==> src/rtl/psr_pkg.sv <==
package psr_pkg;
  localparam int WORD_W   = 32;
  localparam int MODE_W   = 5;
  localparam int FLAG_W   = 4;
  localparam int N_BANKS  = 5;
  localparam int BANK_W   = $clog2(N_BANKS);

  localparam logic [MODE_W-1:0] M_USR = 5'b10000;
  localparam logic [MODE_W-1:0] M_FIQ = 5'b10001;
  localparam logic [MODE_W-1:0] M_IRQ = 5'b10010;
  localparam logic [MODE_W-1:0] M_SVC = 5'b10011;
  localparam logic [MODE_W-1:0] M_ABT = 5'b10111;
  localparam logic [MODE_W-1:0] M_UND = 5'b11011;

  // Bits that exist in a status word; all others are held at zero.
  localparam logic [WORD_W-1:0] LIVE_MASK  = 32'hF000_00DF;
  localparam logic [WORD_W-1:0] FLAG_MASK  = 32'hF000_0000;
  localparam logic [WORD_W-1:0] LIVE_RESET = 32'h0000_00D3;

  typedef struct packed {
    logic              has_bank;
    logic              priv;
    logic [BANK_W-1:0] idx;
  } mode_info_t;
endpackage

==> src/rtl/psr_rst_sync.sv <==
module psr_rst_sync #(
  parameter int STAGES = 2
) (
  input  logic clk,
  input  logic rst_n,
  output logic rst_q_n
);
  logic [STAGES-1:0] sync_q;

  always_ff @(posedge clk or negedge rst_n) begin
    if (!rst_n) sync_q <= '0;
    else        sync_q <= {sync_q[STAGES-2:0], 1'b1};
  end

  assign rst_q_n = sync_q[STAGES-1];
endmodule

==> src/rtl/psr_mode_decode.sv <==
module psr_mode_decode
  import psr_pkg::*;
(
  input  logic [MODE_W-1:0] mode_i,
  output mode_info_t        info_o
);
  always_comb begin
    info_o = '{has_bank: 1'b0, priv: 1'b1, idx: '0};
    unique case (mode_i)
      M_USR: info_o.priv = 1'b0;
      M_FIQ: begin info_o.has_bank = 1'b1; info_o.idx = BANK_W'(0); end
      M_IRQ: begin info_o.has_bank = 1'b1; info_o.idx = BANK_W'(1); end
      M_SVC: begin info_o.has_bank = 1'b1; info_o.idx = BANK_W'(2); end
      M_ABT: begin info_o.has_bank = 1'b1; info_o.idx = BANK_W'(3); end
      M_UND: begin info_o.has_bank = 1'b1; info_o.idx = BANK_W'(4); end
      default: ;
    endcase
  end
endmodule

==> src/rtl/psr_word_merge.sv <==
module psr_word_merge
  import psr_pkg::*;
(
  input  logic [WORD_W-1:0] old_i,
  input  logic [WORD_W-1:0] wdata_i,
  input  logic              full_i,
  output logic [WORD_W-1:0] new_o
);
  always_comb begin
    if (full_i) new_o = wdata_i & LIVE_MASK;
    else        new_o = (old_i & ~FLAG_MASK) | (wdata_i & FLAG_MASK);
  end
endmodule

==> src/rtl/psr_bank_unit.sv <==
module psr_bank_unit
  import psr_pkg::*;
#(
  parameter int REG_IDX_W = 4,
  parameter int PC_IDX    = 15
) (
  input  logic                 clk,
  input  logic                 rst_n,
  input  logic                 cond_ok_i,
  input  logic                 is_wr_i,
  input  logic                 use_saved_i,
  input  logic                 full_i,
  input  logic                 imm_i,
  input  logic [REG_IDX_W-1:0] reg_idx_i,
  input  logic [WORD_W-1:0]    wdata_i,
  output logic [WORD_W-1:0]    rd_data_o,
  output logic                 rd_vld_o,
  output logic                 bad_o
);
  localparam logic [REG_IDX_W-1:0] PC_CODE = REG_IDX_W'(PC_IDX);

  logic rst_q_n;
  psr_rst_sync #(.STAGES(2)) u_rst (.clk(clk), .rst_n(rst_n), .rst_q_n(rst_q_n));

  logic [WORD_W-1:0] live_q, live_d;
  logic [WORD_W-1:0] saved_q [N_BANKS];
  logic [WORD_W-1:0] saved_d;
  logic              live_en;
  logic [N_BANKS-1:0] saved_en;

  mode_info_t minfo;
  psr_mode_decode u_dec (.mode_i(live_q[MODE_W-1:0]), .info_o(minfo));

  logic [WORD_W-1:0] cur_saved;
  assign cur_saved = saved_q[minfo.idx];

  // Target word before the write, and its merged value.
  logic [WORD_W-1:0] tgt_old, tgt_new;
  logic              eff_full;
  assign tgt_old  = use_saved_i ? cur_saved : live_q;
  // User mode may only touch the flags of the live word.
  assign eff_full = full_i && (use_saved_i || minfo.priv);
  psr_word_merge u_merge (.old_i(tgt_old), .wdata_i(wdata_i),
                          .full_i(eff_full), .new_o(tgt_new));

  logic uses_reg, bad_reg, bad_bank, req_bad, req_ok;
  always_comb begin
    uses_reg = !(is_wr_i && imm_i);
    bad_reg  = uses_reg && (reg_idx_i == PC_CODE);
    bad_bank = use_saved_i && !minfo.has_bank;
    req_bad  = cond_ok_i && (bad_reg || bad_bank);
    req_ok   = cond_ok_i && !bad_reg && !bad_bank;
  end

  // Next-state for the stored words.
  always_comb begin
    live_en  = req_ok && is_wr_i && !use_saved_i;
    live_d   = tgt_new;
    saved_d  = tgt_new;
    saved_en = '0;
    if (req_ok && is_wr_i && use_saved_i) saved_en[minfo.idx] = 1'b1;
  end

  always_ff @(posedge clk or negedge rst_q_n) begin
    if (!rst_q_n)     live_q <= LIVE_RESET;
    else if (live_en) live_q <= live_d;
  end

  for (genvar b = 0; b < N_BANKS; b++) begin : g_bank
    always_ff @(posedge clk or negedge rst_q_n) begin
      if (!rst_q_n)         saved_q[b] <= '0;
      else if (saved_en[b]) saved_q[b] <= saved_d;
    end
  end

  // Result path.
  logic              rd_vld_d, bad_d, rd_en;
  logic [WORD_W-1:0] rd_data_d;
  always_comb begin
    rd_en     = req_ok && !is_wr_i;
    rd_vld_d  = rd_en;
    bad_d     = req_bad;
    rd_data_d = tgt_old;
  end

  always_ff @(posedge clk or negedge rst_q_n) begin
    if (!rst_q_n) begin
      rd_vld_o <= 1'b0;
      bad_o    <= 1'b0;
    end else begin
      rd_vld_o <= rd_vld_d;
      bad_o    <= bad_d;
    end
  end

  always_ff @(posedge clk or negedge rst_q_n) begin
    if (!rst_q_n)   rd_data_o <= '0;
    else if (rd_en) rd_data_o <= rd_data_d;
  end

  AST_SKIP_QUIET: assert property (@(posedge clk) disable iff (!rst_q_n)
    !cond_ok_i |=> (!rd_vld_o && !bad_o && $stable(live_q)));
  AST_FLAGS_KEEP_CTRL: assert property (@(posedge clk) disable iff (!rst_q_n)
    (cond_ok_i && is_wr_i && !use_saved_i && !full_i && !bad_reg)
      |=> (live_q[27:0] == $past(live_q[27:0])));
  AST_USER_CTRL_LOCK: assert property (@(posedge clk) disable iff (!rst_q_n)
    (live_q[MODE_W-1:0] == M_USR) |=> (live_q[27:0] == $past(live_q[27:0])));
  AST_USER_SAVED_BAD: assert property (@(posedge clk) disable iff (!rst_q_n)
    (cond_ok_i && use_saved_i && live_q[MODE_W-1:0] == M_USR) |=> (bad_o && !rd_vld_o));
  AST_PC_BAD: assert property (@(posedge clk) disable iff (!rst_q_n)
    (cond_ok_i && !is_wr_i && reg_idx_i == PC_CODE) |=> (bad_o && !rd_vld_o));
  AST_PC_NO_WRITE: assert property (@(posedge clk) disable iff (!rst_q_n)
    (cond_ok_i && is_wr_i && !imm_i && reg_idx_i == PC_CODE) |=> $stable(live_q));
  AST_ONE_RESULT: assert property (@(posedge clk) disable iff (!rst_q_n)
    !(rd_vld_o && bad_o));
  AST_UNUSED_ZERO: assert property (@(posedge clk) disable iff (!rst_q_n)
    (live_q & ~LIVE_MASK) == '0);
endmodule

==> config.mk <==
export PLATFORM = sky130hd
export DESIGN_NAME = psr_bank_unit
export DESIGN_NICKNAME = d
export VERILOG_FILES = /design/src/rtl/psr_pkg.sv /design/src/rtl/psr_rst_sync.sv /design/src/rtl/psr_mode_decode.sv /design/src/rtl/psr_word_merge.sv /design/src/rtl/psr_bank_unit.sv
export SDC_FILE = /design/constraint.sdc
export NUM_CORES = 1
export LEC_CHECK = 0
export CAP_MARGIN = 20
export CORE_MARGIN = 2
export CORE_UTILIZATION = 45
export DETAILED_ROUTE_END_ITERATION = 10
export GPL_ROUTABILITY_DRIVEN = 0
export PLACE_DENSITY_LB_ADDON = 0.15
export SYNTH_ARGS = -nofsm -noshare
export SYNTH_HDL_FRONTEND = slang
export SYNTH_SLANG_ARGS = --single-unit
==> constraint.sdc <==
create_clock -name clk -period 13.8 [get_ports clk]
set_input_delay 2.76 -clock clk [delete_from_list [all_inputs] [get_ports clk]]
set_output_delay 2.76 -clock clk [all_outputs]
set_load 0.03 [all_outputs]
After elaboration in Yosys (flattened, before gate mapping)
Cells that the tools add are included.
{"block": "op_classes", "order_cmp": 3, "n_eq_ne": 7, "mux": 11, "n_bitwise": 2, "reduce_logical": 21}
{"cell": "$mux W32", "n": 4}
{"cell": "$bmux W32 S3", "n": 1}
{"cell": "$or A28 B32 Y32", "n": 1}
{"cell": "$eq A5 B5 Y1 const B", "n": 6}
{"cell": "$logic_and A1 B1 Y1", "n": 12}
{"cell": "$pmux W3 S4", "n": 1}
{"cell": "$logic_not A1 Y1", "n": 6}
{"cell": "$mux W5", "n": 1}
{"cell": "$reduce_or A5 Y1", "n": 1}
{"cell": "$eq A4 B4 Y1 const B", "n": 1}
{"cell": "$ge A4 B4 Y1 const B", "n": 1}
{"cell": "$lt A3 B4 Y1 const B", "n": 1}
{"cell": "$not A3 Y4", "n": 1}
{"cell": "$demux W1 S3", "n": 1}
{"cell": "$ge A3 B1 Y1 const B", "n": 1}
{"cell": "$mux W1", "n": 3}
{"cell": "$logic_or A1 B1 Y1", "n": 2}
{"block": "totals", "reg_bits": 228, "input_bits": 43, "out_inout_bits": 34, "word_cells": 54}

Depth between registers and ports, before layout
Gate-level depths: netlist of the first run.
{"block": "logic_depth", "depth_word": 10, "mapped_depth": 9, "ltp_nobuf": 5}

Modules after synthesis
A second synthesis of the first run with hierarchy kept.
{"block": "unflattened", "cells_unflattened": 824, "area_unflattened_um2": 10802.9}
{"mod": "psr_bank_unit", "instances": 1, "cells_per_inst": 774, "area_per_inst_um2": 10369.9, "seq_area_each_um2": 5661.7}
{"mod": "psr_word_merge", "instances": 1, "cells_per_inst": 35, "area_per_inst_um2": 300.3, "seq_area_each_um2": 0.0}
{"mod": "psr_mode_decode", "instances": 1, "cells_per_inst": 12, "area_per_inst_um2": 78.8, "seq_area_each_um2": 0.0}
{"mod": "psr_rst_sync", "instances": 1, "cells_per_inst": 3, "area_per_inst_um2": 53.8, "seq_area_each_um2": 50.0}

Worst setup path before layout of the first run
No wires, ideal clock.
{"block": "synth_path", "path_type": "input port to flip-flop", "start": "in use_saved_i", "end": "reg rd_data_o[0]", "setup_time_ps": 120, "arrival_time_ps": 4124, "required_ps": 13680, "setup_slack_ps": 9556, "path_stages": 7, "path_buffers": 2, "path_cell_list": "clkinv_1 > a21o_1 > clkbuf_1 > o211ai_2 > clkbuf_1 > inv_1 > a31o_2"}
{"block": "synth_between", "elab_chain_cells": 4, "word_cells_on_any_way": 5, "cone_classes": "mux: 1; reduce/logical: 4"}
{"item": "from (decl)", "line_no": "psr_bank_unit.sv:11", "source": "input logic use_saved_i,"}
{"item": "$logic_and A1 B1 Y1", "line_no": "psr_bank_unit.sv:50", "source": "bad_bank = use_saved_i && !minfo.has_bank;"}
{"item": "$logic_not A1 Y1", "line_no": "psr_bank_unit.sv:52", "source": "req_ok = cond_ok_i && !bad_reg && !bad_bank;"}
{"item": "$logic_and A1 B1 Y1", "line_no": "psr_bank_unit.sv:52"}
{"item": "$logic_and A1 B1 Y1", "line_no": "psr_bank_unit.sv:80", "source": "rd_en = req_ok && !is_wr_i;"}
{"item": "net rd_en", "line_no": "psr_bank_unit.sv:77", "source": "logic rd_vld_d, bad_d, rd_en;"}
{"item": "to (signal assigned)", "line_no": "psr_bank_unit.sv:98", "source": "else if (rd_en) rd_data_o <= rd_data_d;"}
{"item": "to (decl)", "line_no": "psr_bank_unit.sv:16", "source": "output logic [WORD_W-1:0] rd_data_o,"}
The timed path passes the listed nets, and every way through them passes these cells.
A chain may end at the register's enable or synchronous reset.

Worst setup path in the final report of the first run
{"block": "layout_path", "start": "in use_saved_i", "end": "reg saved_q[115] in the netlist's numbering"}
{"block": "layout_between", "elab_chain_cells": 6, "word_cells_on_any_way": 11, "cone_classes": "mux: 3; bitwise: 1; reduce/logical: 7"}
{"item": "$logic_and A1 B1 Y1", "line_no": "psr_bank_unit.sv:50"}
{"item": "$logic_not A1 Y1", "line_no": "psr_bank_unit.sv:52"}
{"item": "$logic_and A1 B1 Y1", "line_no": "psr_bank_unit.sv:52"}
{"item": "$logic_and A1 B1 Y1 (2 in a row)", "line_no": "psr_bank_unit.sv:61", "source": "if (req_ok && is_wr_i && use_saved_i) saved_en[minfo.idx] = 1'b1;"}
{"item": "$mux W5", "line_no": "psr_bank_unit.sv:61"}
{"item": "to (signal, indexed assignment)", "line_no": "psr_bank_unit.sv:72", "source": "else if (saved_en[b]) saved_q[b] <= saved_d;"}
{"item": "to (decl)", "line_no": "psr_bank_unit.sv:26", "source": "logic [WORD_W-1:0] saved_q [N_BANKS];"}
Several ways; a longest one is shown, not always the timed one.

==> results of run 1 <==
## cell type report
type | instances | area, sq um | share of cell area
Inverter | 6 | 22.5 | 0.00188
Sequential cell | 228 | 5720 | 0.478
Multi-Input combinational cell | 635 | 4270 | 0.357
Clock inverter | 8 | 67.6 | 0.00565
Clock buffer | 40 | 815 | 0.0682
Timing Repair Buffer | 71 | 703 | 0.0588
Tap cell | 285 | 357 | 0.0298
## through the flow
step / instance area (sq um) / utilization / cells / power (uW)
2_1_floorplan: 10300 / - / 944 / 1110
3_3_place_gp: 11000 / 0.489 / 1224 / 1260
3_5_place_dp: 11000 / 0.489 / 1224 / 1270
4_1_cts: 11900 / 0.528 / 1272 / 1970
5_1_grt: 12000 / 0.529 / 1273 / 2040
6_report: 12000 / 0.529 / 1273 / 1960
## power by group through the flow
stage / Clock (uW) / Sequential [uW] / Combinational (uW)
2_1_floorplan: 0 / 878 / 231
3_3_place_gp: 0 / 830 / 434
3_5_place_dp: 0 / 832 / 437
4_1_cts: 712 / 822 / 439
5_1_grt: 737 / 834 / 471
6_report: 699 / 821 / 437
## placed cells by master, fill, tap and decap left out, types with 6 or more instances in the layout
cell type / synthesis / layout
a21oi_1: 53 / 53
a221o_1: 21 / 21
a221oi_2: 6 / 6
a221oi_4: 15 / 15
buf_4: 5 / 14
clkbuf_16: 0 / 27
clkbuf_8: 0 / 9
clkdlybuf4s50_1: 0 / 55
clkinv_2: 0 / 6
dfrtp_1: 223 / 222
mux2_2: 39 / 39
mux2i_1: 7 / 7
nand2_1: 148 / 147
nand3_1: 18 / 18
nand4_1: 7 / 7
nor2_1: 60 / 59
nor2b_1: 21 / 21
o211a_1: 6 / 6
o211ai_1: 12 / 12
o21ai_0: 37 / 37
o21ai_1: 42 / 42
o2bb2ai_1: 43 / 43
o31ai_1: 27 / 27
## critical path, stage by stage
cell and delay [ns]:
clkdlybuf4s50_1 0.45, buf_4 0.43, and2_1 0.30, o2111a_1 0.31, o21a_1 0.73, nand3_1 0.98
o21ai_0 0.48
## logic make-up (layout without fill, tap and decap cells)
family | count (synthesis) | in the layout
and+or+nand+nor | 285 | 285
buffers and inverters | 81 | 125
DFF | 228 | 228
xor gates and xnor gates | 2 | 2
muxes | 47 | 47
other | 1 | 1
AOI/OAI and AO/OA | 300 | 300
## registers in the layout (all words and copies together), names as in the netlist
| name | flops |
|---|---|
| live_q | 32 |
| rd_data_o | 32 |
| rd_vld_o | 1 |
| u_rst.sync_q | 2 |
| saved_q | 160 |
| bad_o | 1 |
## routing by layer
layer  wire (microns)  vias to the layer above
met3             1270                       50
met5                0                        -
met4              590                        0
li1                 -                     3492
met2            13200                      197
met1            11600                     3790
## worst max path at each step
stage | cells past startpoint | slack [ns] | end | start
2_1_floorplan | 0 | 6.98 | bad_o$_DFF_PN0_ | u_rst.sync_q[1]$_DFF_PN0_
3_3_place_gp | 7 | 7.19 | saved_q[153]$_DFFE_PN0P_ | use_saved_i
3_5_place_dp | 7 | 7.19 | saved_q[145]$_DFFE_PN0P_ | use_saved_i
4_1_cts | 7 | 7.69 | saved_q[141]$_DFFE_PN0P_ | use_saved_i
5_1_grt | 7 | 7.50 | saved_q[104]$_DFFE_PN0P_ | use_saved_i
6_report | 7 | 7.76 | saved_q[115]$_DFFE_PN0P_ | use_saved_i
==> results.yml, run 1 <==
worst_setup_path:
  r2r-end: "saved_q[37]$_DFFE_PN0P_"
  setup.worst_path.start_class: "primary input"
  crit_arrival_ns: 6.45
  worstRegToRegCells: 6
  cp_max_fo: 40
  critPathCaptureType: "flip-flop"
  critPathKind: "primary input to flip-flop"
  reg2reg_setup_slack_ns: 9.61
  required_ns: 14.20
  r2r_start: "live_q[3]$_DFFE_PN0P_"
timing:
  finalSetupTns_ns: 0
  period_needed_ns: 6.04
  relSlewSlack: 0.312
  skew_ns: 0.00837
  worstMarginPinSlew_ns: 1.03
  slew_viol_final: 0
  hold_slack_ns: 0.351
  worst_slack_ns: 7.76
  fmax_ghz: 0.165
  hold_violations: 0
  post-route-period-util: 0.438
  setup_viol: 0
  rsz0062_at_grt: "false"
clock_tree:
  htreeDepth: 1
  cts_inserted_buffers: 26
  clkLatencyLatePin_ns: 0.53
  post_cts_resize_count: 0
  holdBufCountCts: 0
  clockBufferDepth: 3
  cts_tree: "built"
  clock-sinks: 228
  path_clk_slew_ns: 0.06
  cts_setup_buffers: 0
  clockRootBuffer: "clkbuf_16"
pwr:
  internal-power_uw: 1360
  seqPwrFrac: 0.420
  p_comb_frac: 0.223
  p_sw_uw: 602
  netSwitchingFraction: 0.308
  power.density_mw_per_mm2: 164
  p_leak_uw: 0.00536
  power.share.clock: 0.357
  vdd_drop_max_uv: 96.8
global_routing:
  grt_pass1_vias: 7614
  grt_pass1_wl_microns: 43200
  grt_util_met1: 0.309
  use_met2: 0.385
  grt_use_met3: 0.0304
  top_usage_layer: "met2"
  grt_max_degree: 160
  gr-total-overflow: 0
  grt.total_usage: 0.227
  grt_antenna_before_repair: 0
synthesis:
  ys_warn_count: 0
  synth_top_family_by_area: "compound AO/OA/AOI/OAI gates"
  synth_ff_type: "dfrtp_1"
  synthCells: 944
  synth_top_area_share: 0.542
  synth_common_cells: "dfrtp_1, nand2_1, nor2_1"
  yosysMostFrequentCell: "dfrtp_1"
  synth.cell_area_sq_mm: 0.0103
  ys_ff_latch: 228
  synth_enable_flop_cells: 0
  synthXorXnorAreaFrac: 0.00243
  ys_async_sr_fraction: 1.00
  yosys.area.top_type: "dfrtp_1"
  synth.area.top_cells: "dfrtp_1, nand2_1, mux2_2, a221oi_4, o2bb2ai_1"
  synth_compound_area_frac: 0.233
  synth.distinct_cells: 63
  muxShareOfSynthArea: 0.0505
  synth_simple_gate_area_frac: 0.124
  synth_seq_area_share: 0.555
  synth_area_per_cell_sq_um: 10.9
  synth.net_count: 987
  synth-adder-area-share: 0
min_path:
  hold_path_startpoint: "u_rst.sync_q[0]$_DFF_PN0_"
  hold_depth: 0
  min_to: "u_rst.sync_q[1]$_DFF_PN0_"
  hp-class: "flip-flop to flip-flop"
route:
  drt_iter0_drc: 553
  drc_errors: 0
  dr.pass1.iters: 6
  routed_via_density: 5.91
  routedWlPerCell_microns: 21.0
  wl_microns: 26700
  ant_nets: 0
  vias: 7529
placement:
  place_ws_ns: 7.19
  hpwl_microns: 15200
  portBuffers: 55
die:
  die_area_sq_mm: 0.0241
  die_w_microns: 155
  core_area_sq_mm: 0.0226
  start_util: 0.456
  ios: 77
  placement_rows: 55
  die_h_microns: 155
status:
  status: "completed"
final_layout:
  fin_nets: 1011
  drive_above_1_share: 0.144
  diodes: 0
  nFillCells: 2038
  syn2layout_area_growth_pct: 16.1
run:
  max-cap-violations: 0
No activity file was read; power rests on OpenSTA's default activity.
==> inputs of run 2 (changes only) <==
- clock period: 13.8 -> 5.2 ns (I/O delays scaled with it)
==> run 2 against run 1 <==
Compared with the run above:
- sequential share of layout area fell by 0.42 points
- count of clock-buffer cells in the layout is 4 lower
- first-iteration DRC count is 4.2% higher
- clock power rose to 2.9 times the previous value
- power rose to 2.7 times the previous value
- register-to-register slack got worse by 7.9 ns
- cell count up 0.63%
- clock skew down 0.00089 ns
- die area unchanged
==> results.yml, run 2 (synthesis results as in run 1) <==
status:
  status: "completed"
die:
  core_area_sq_mm: 0.0226
  die_area_sq_mm: 0.0241
  ios: 77
  placement_rows: 55
  die_w_microns: 155
  start_util: 0.456
  die_h_microns: 155
worst_setup_path:
  critPathLaunch: "live_q[3]$_DFFE_PN0P_"
  crit_arrival_ns: 3.89
  required_ns: 5.62
  setup.worst_path.start_class: "flip-flop"
  worstRegToRegCells: 5
  critPathKind: "flip-flop to flip-flop"
  worstSetupPathDepth: 5
  critPathBufInv: 0
  r2r-end: "saved_q[37]$_DFFE_PN0P_"
  reg2reg_setup_slack_ns: 1.73
  r2r_start: "live_q[3]$_DFFE_PN0P_"
  slowest_stage: "and4b_1"
  slowest_delay_ns: 0.76
  critPathCaptureType: "flip-flop"
  crit_chain: "and4b_1, and2_2, o211a_1, nand2_1, o21ai_0"
  cp_max_fo: 21
  critPathTopFamily: "simple AND/OR/NAND/NOR gates"
clock_tree:
  path_clk_slew_ns: 0.06
  htreeDepth: 1
  cts_setup_buffers: 0
  holdBufCountCts: 0
  cts_inserted_buffers: 26
  clockBufferDepth: 3
  clkLatencyLatePin_ns: 0.53
  cts_tree: "built"
  clockRootBuffer: "clkbuf_16"
  clock-sinks: 228
  post_cts_resize_count: 0
route:
  drc_errors: 0
  drt_iter0_drc: 576
  routed_via_density: 5.93
  vias: 7591
  wl_microns: 26900
  dr.pass1.iters: 5
  routedWlPerCell_microns: 21.0
  ant_nets: 0
pwr:
  p_sw_uw: 1600
  netSwitchingFraction: 0.298
  vdd_drop_max_uv: 258
  power.density_mw_per_mm2: 444
  seqPwrFrac: 0.406
  power.share.clock: 0.376
  p_leak_uw: 0.00542
  internal-power_uw: 3760
  p_comb_frac: 0.218
final_layout:
  top_regs: "saved_q x160, live_q x32, rd_data_o x32"
  multi_input_area_sq_mm: 0.00426
  diodes: 0
  fin_nets: 1019
  nFillCells: 2019
  drive_above_1_share: 0.152
  largest-register: "saved_q"
  final_cell_mix: "dfrtp_1, nand2_1, nor2_1"
  final_common_cell: "dfrtp_1"
  seqCellArea_sq_mm: 0.00572
  syn2layout_area_growth_pct: 17.1
  largest_reg_flops: 160
placement:
  hpwl_microns: 15700
  portBuffers: 55
min_path:
  hp-class: "flip-flop to asynchronous set/reset pin"
global_routing:
  grt_pass1_wl_microns: 43800
  grt_util_met1: 0.322
  use_met2: 0.377
  grt_pass1_vias: 7689
  grt.total_usage: 0.230
  top_usage_layer: "met2"
  grt_use_met3: 0.0295
  grt_max_degree: 146
  gr-total-overflow: 0
  grt_antenna_before_repair: 0
run:
  max-cap-violations: 0
timing:
  setup_viol: 0
  hold_violations: 0
  rsz0062_at_grt: "false"
  relSlewSlack: 0.291
  hold_slack_ns: 0.132
  worstMarginPinSlew_ns: 1.06
  skew_ns: 0.00748
  fmax_ghz: 0.289
  slew_viol_final: 0
  finalSetupTns_ns: 0
  post-route-period-util: 0.666
  period_needed_ns: 3.47
==> run 2: cell types whose count changed in the layout (fill, tap and decap cells not counted) <==
cell / change
buf_16: -1
buf_4: +9
bufinv_16: +4
clkbuf_1: -1
clkbuf_8: -3
clkinv_4: +1
clkinvlp_4: -1
o2111ai_2: +1
o2111ai_4: -1
==> run 2: routing by layer <==
metal | vias to the layer above | wire length [microns]
met2 | 171 | 12800
met1 | 3865 | 12100
met3 | 56 | 1100
met5 | - | 0
met4 | 0 | 849
li1 | 3499 | -
==> run 2: worst register-to-register path, delay by kind of cell, from the launching register on <==
family	cells	cell delay, ns
AO/OA/AOI/OAI	2	0.66
flip-flops	1	0.63
AND/OR/NAND/NOR	3	2.07
==> run 2: area by class of cell <==
cell class / count / share of cell area
well taps: 285 / 0.0296
repair buffers: 79 / 0.0617
clock inverters: 12 / 0.0157
flip-flops and latches: 228 / 0.474
multi-input cells: 635 / 0.353
inverters: 6 / 0.00187
clock buffers: 36 / 0.0638
==> run 2: how the worst max path moves through the flow <==
stage,end,slack (ns)
2_1_floorplan,bad_o$_DFF_PN0_,1.46
3_3_place_gp,saved_q[37]$_DFFE_PN0P_,1.33
3_5_place_dp,saved_q[37]$_DFFE_PN0P_,1.33
4_1_cts,saved_q[37]$_DFFE_PN0P_,1.79
5_1_grt,saved_q[57]$_DFFE_PN0P_,1.57
6_report,saved_q[37]$_DFFE_PN0P_,1.73
==> run 2: metrics by stage <==
stage | total power (uW) | cell area (sq um) | utilization | instances | setup WS [ns]
global route | 5590 | 12100 | 0.534 | 1281 | 1.57
CTS | 5400 | 12100 | 0.534 | 1281 | 1.79
detailed placement | 3370 | 11100 | 0.492 | 1233 | 1.33
floorplan | 2940 | 10300 | - | 944 | 1.46
global placement | 3360 | 11100 | 0.492 | 1233 | 1.33
finish | 5350 | 12100 | 0.534 | 1281 | 1.73
==> run 2: power by group through the flow <==
stage          registers, uW  clock network (uW)  logic [uW]
5_1_grt                 2200                2120        1270
4_1_cts                 2170                2050        1180
6_report                2170                2010        1170
3_3_place_gp            2190                   0        1170
3_5_place_dp            2200                   0        1170
2_1_floorplan           2330                   0         613
==> inputs of run 3 (changes only) <==
- clock period: 5.2 -> 2.8 ns (I/O delays scaled with it)
==> run 3 against run 2 <==
Compared with the run above:
- flip-flop and latch count is the same
- first-iteration DRC count is 15% lower
- sequential share of layout area decreased by 1.5 points
- hold slack improved by 0.059 ns
- fmax rose by 31%
- clock skew is 0.0012 ns lower
- sequential power increased by 85%
- combinational power is 98% higher
- die area unchanged
- highest routed layer unchanged
==> results.yml, run 3 (synthesis results as in run 1) <==
worst_setup_path:
  setup.worst_path.start_class: "flip-flop"
  critPathKind: "flip-flop to flip-flop"
  critPathBufInv: 2
  required_ns: 3.21
  critPathLaunch: "live_q[1]$_DFFE_PN1P_"
  endpoint: "rd_data_o[7]$_DFFE_PN0P_"
  reg2reg_setup_slack_ns: 0.16
  r2r-end: "rd_data_o[7]$_DFFE_PN0P_"
  critPathTopFamily: "compound AO/OA/AOI/OAI gates"
  cp_max_fo: 13
  slowest_delay_ns: 0.71
  worstSetupPathDepth: 7
  worstRegToRegCells: 7
  slowest_stage: "a2111oi_0"
  r2r_start: "live_q[1]$_DFFE_PN1P_"
  crit_arrival_ns: 3.05
  critPathCaptureType: "flip-flop"
  crit_chain: "nand3_1, a21oi_1, buf_4, a21oi_1, a2111oi_0, buf_4, o31ai_1"
route:
  wl_microns: 27200
  routed_via_density: 5.80
  routedWlPerCell_microns: 20.5
  drc_errors: 0
  vias: 7663
  dr.pass1.iters: 5
  ant_nets: 0
  drt_iter0_drc: 487
pwr:
  power.density_mw_per_mm2: 784
  vdd_drop_max_uv: 634
  p_leak_uw: 0.00565
run:
  max-cap-violations: 0
timing:
  fmax_ghz: 0.378
  worstMarginPinSlew_ns: 0.765
  setup_viol: 0
  slew_viol_final: 0
  skew_ns: 0.00624
  hold_slack_ns: 0.191
  period_needed_ns: 2.64
  relSlewSlack: 0.477
  post-route-period-util: 0.944
  rsz0062_at_grt: "false"
  hold_violations: 0
  finalSetupTns_ns: 0
placement:
  hpwl_microns: 16900
  portBuffers: 55
global_routing:
  grt_pass1_vias: 7889
  gr-total-overflow: 0
  grt_antenna_before_repair: 0
  grt.total_usage: 0.233
  grt_max_degree: 58
  grt_pass1_wl_microns: 44200
clock_tree:
  clkLatencyLatePin_ns: 0.53
  cts_inserted_buffers: 26
  cts_tree: "built"
  cts_setup_buffers: 0
  path_clk_slew_ns: 0.06
  clockBufferDepth: 3
  clockRootBuffer: "clkbuf_16"
  htreeDepth: 1
  clock-sinks: 228
  post_cts_resize_count: 0
  holdBufCountCts: 0
final_layout:
  largest-register: "saved_q"
  final_common_cell: "dfrtp_1"
  final_cell_mix: "dfrtp_1, nand2_1, nor2_1"
  drive_above_1_share: 0.181
  multi_input_area_sq_mm: 0.00426
  top_regs: "saved_q x160, live_q x32, rd_data_o x32"
  fin_nets: 1061
  syn2layout_area_growth_pct: 20.8
  diodes: 0
  nFillCells: 1970
  seqCellArea_sq_mm: 0.00572
  largest_reg_flops: 160
die:
  start_util: 0.456
  ios: 77
  core_area_sq_mm: 0.0226
  die_h_microns: 155
  die_w_microns: 155
  die_area_sq_mm: 0.0241
  placement_rows: 55
status:
  status: "completed"
min_path:
  hp-class: "primary input to asynchronous set/reset pin"
run 3: changes by cell type in the layout (fill, tap and decap cells not counted), sizes merged:
cell,change
inv,+1
bufinv,-3
clkbuf,+2
buf,+42
clkinv,-1
run 3: worst min-delay path by stage:
stage	from	endpoint	depth (start not counted)
floorplan	rst_n	u_rst.sync_q[0]$_DFF_PN0_	0
global placement	u_rst.sync_q[0]$_DFF_PN0_	u_rst.sync_q[1]$_DFF_PN0_	0
detailed placement	u_rst.sync_q[0]$_DFF_PN0_	u_rst.sync_q[1]$_DFF_PN0_	0
CTS	rst_n	u_rst.sync_q[1]$_DFF_PN0_	1
global route	rst_n	u_rst.sync_q[1]$_DFF_PN0_	1
finish	rst_n	u_rst.sync_q[1]$_DFF_PN0_	1
run 3: metrics by stage:
stage	total power, uW	setup slack [ns]	std cells	cell area [sq um]	util
6_report	9760	0.158	1322	12400	0.551
3_5_place_dp	6400	0.0453	1275	11600	0.513
3_3_place_gp	6370	0.0961	1275	11600	0.513
2_1_floorplan	5470	0.497	944	10300	-
5_1_grt	10200	0.0336	1322	12400	0.551
4_1_cts	9840	0.150	1322	12400	0.551
run 3: final cells by class:
cell class | instances | share of cell area
clock inverter | 9 | 0.00794
inverter | 6 | 0.00181
timing repair buffer | 121 | 0.0991
tap | 285 | 0.0287
sequential | 228 | 0.459
multi-input combinational | 635 | 0.342
clock buffer | 38 | 0.0608
run 3: power breakdown:
| group | total, uW | internal [uW] | switching [uW] |
|---|---|---|---|
| Clock | 3420 | 2050 | 1370 |
| Combinational | 2320 | 979 | 1340 |
| Sequential | 4020 | 3730 | 297 |
| Total | 9760 | 6760 | 3000 |
run 3: metal layers:
layer  track usage  wire (microns)  vias up
met5             0               0        -
met4        0.0721             646        0
met3        0.0279             941       38
met2         0.396           13500      150
met1         0.314           12000     3871
li1              -               -     3604
run 3: worst register-to-register path, stage by stage, from the launching register on:
cell       delay, ns
dfstp_2         0.68
nand3_1         0.30
a21oi_1         0.22
buf_4           0.24
a21oi_1         0.09
a2111oi_0       0.71
buf_4           0.22
o31ai_1         0.06
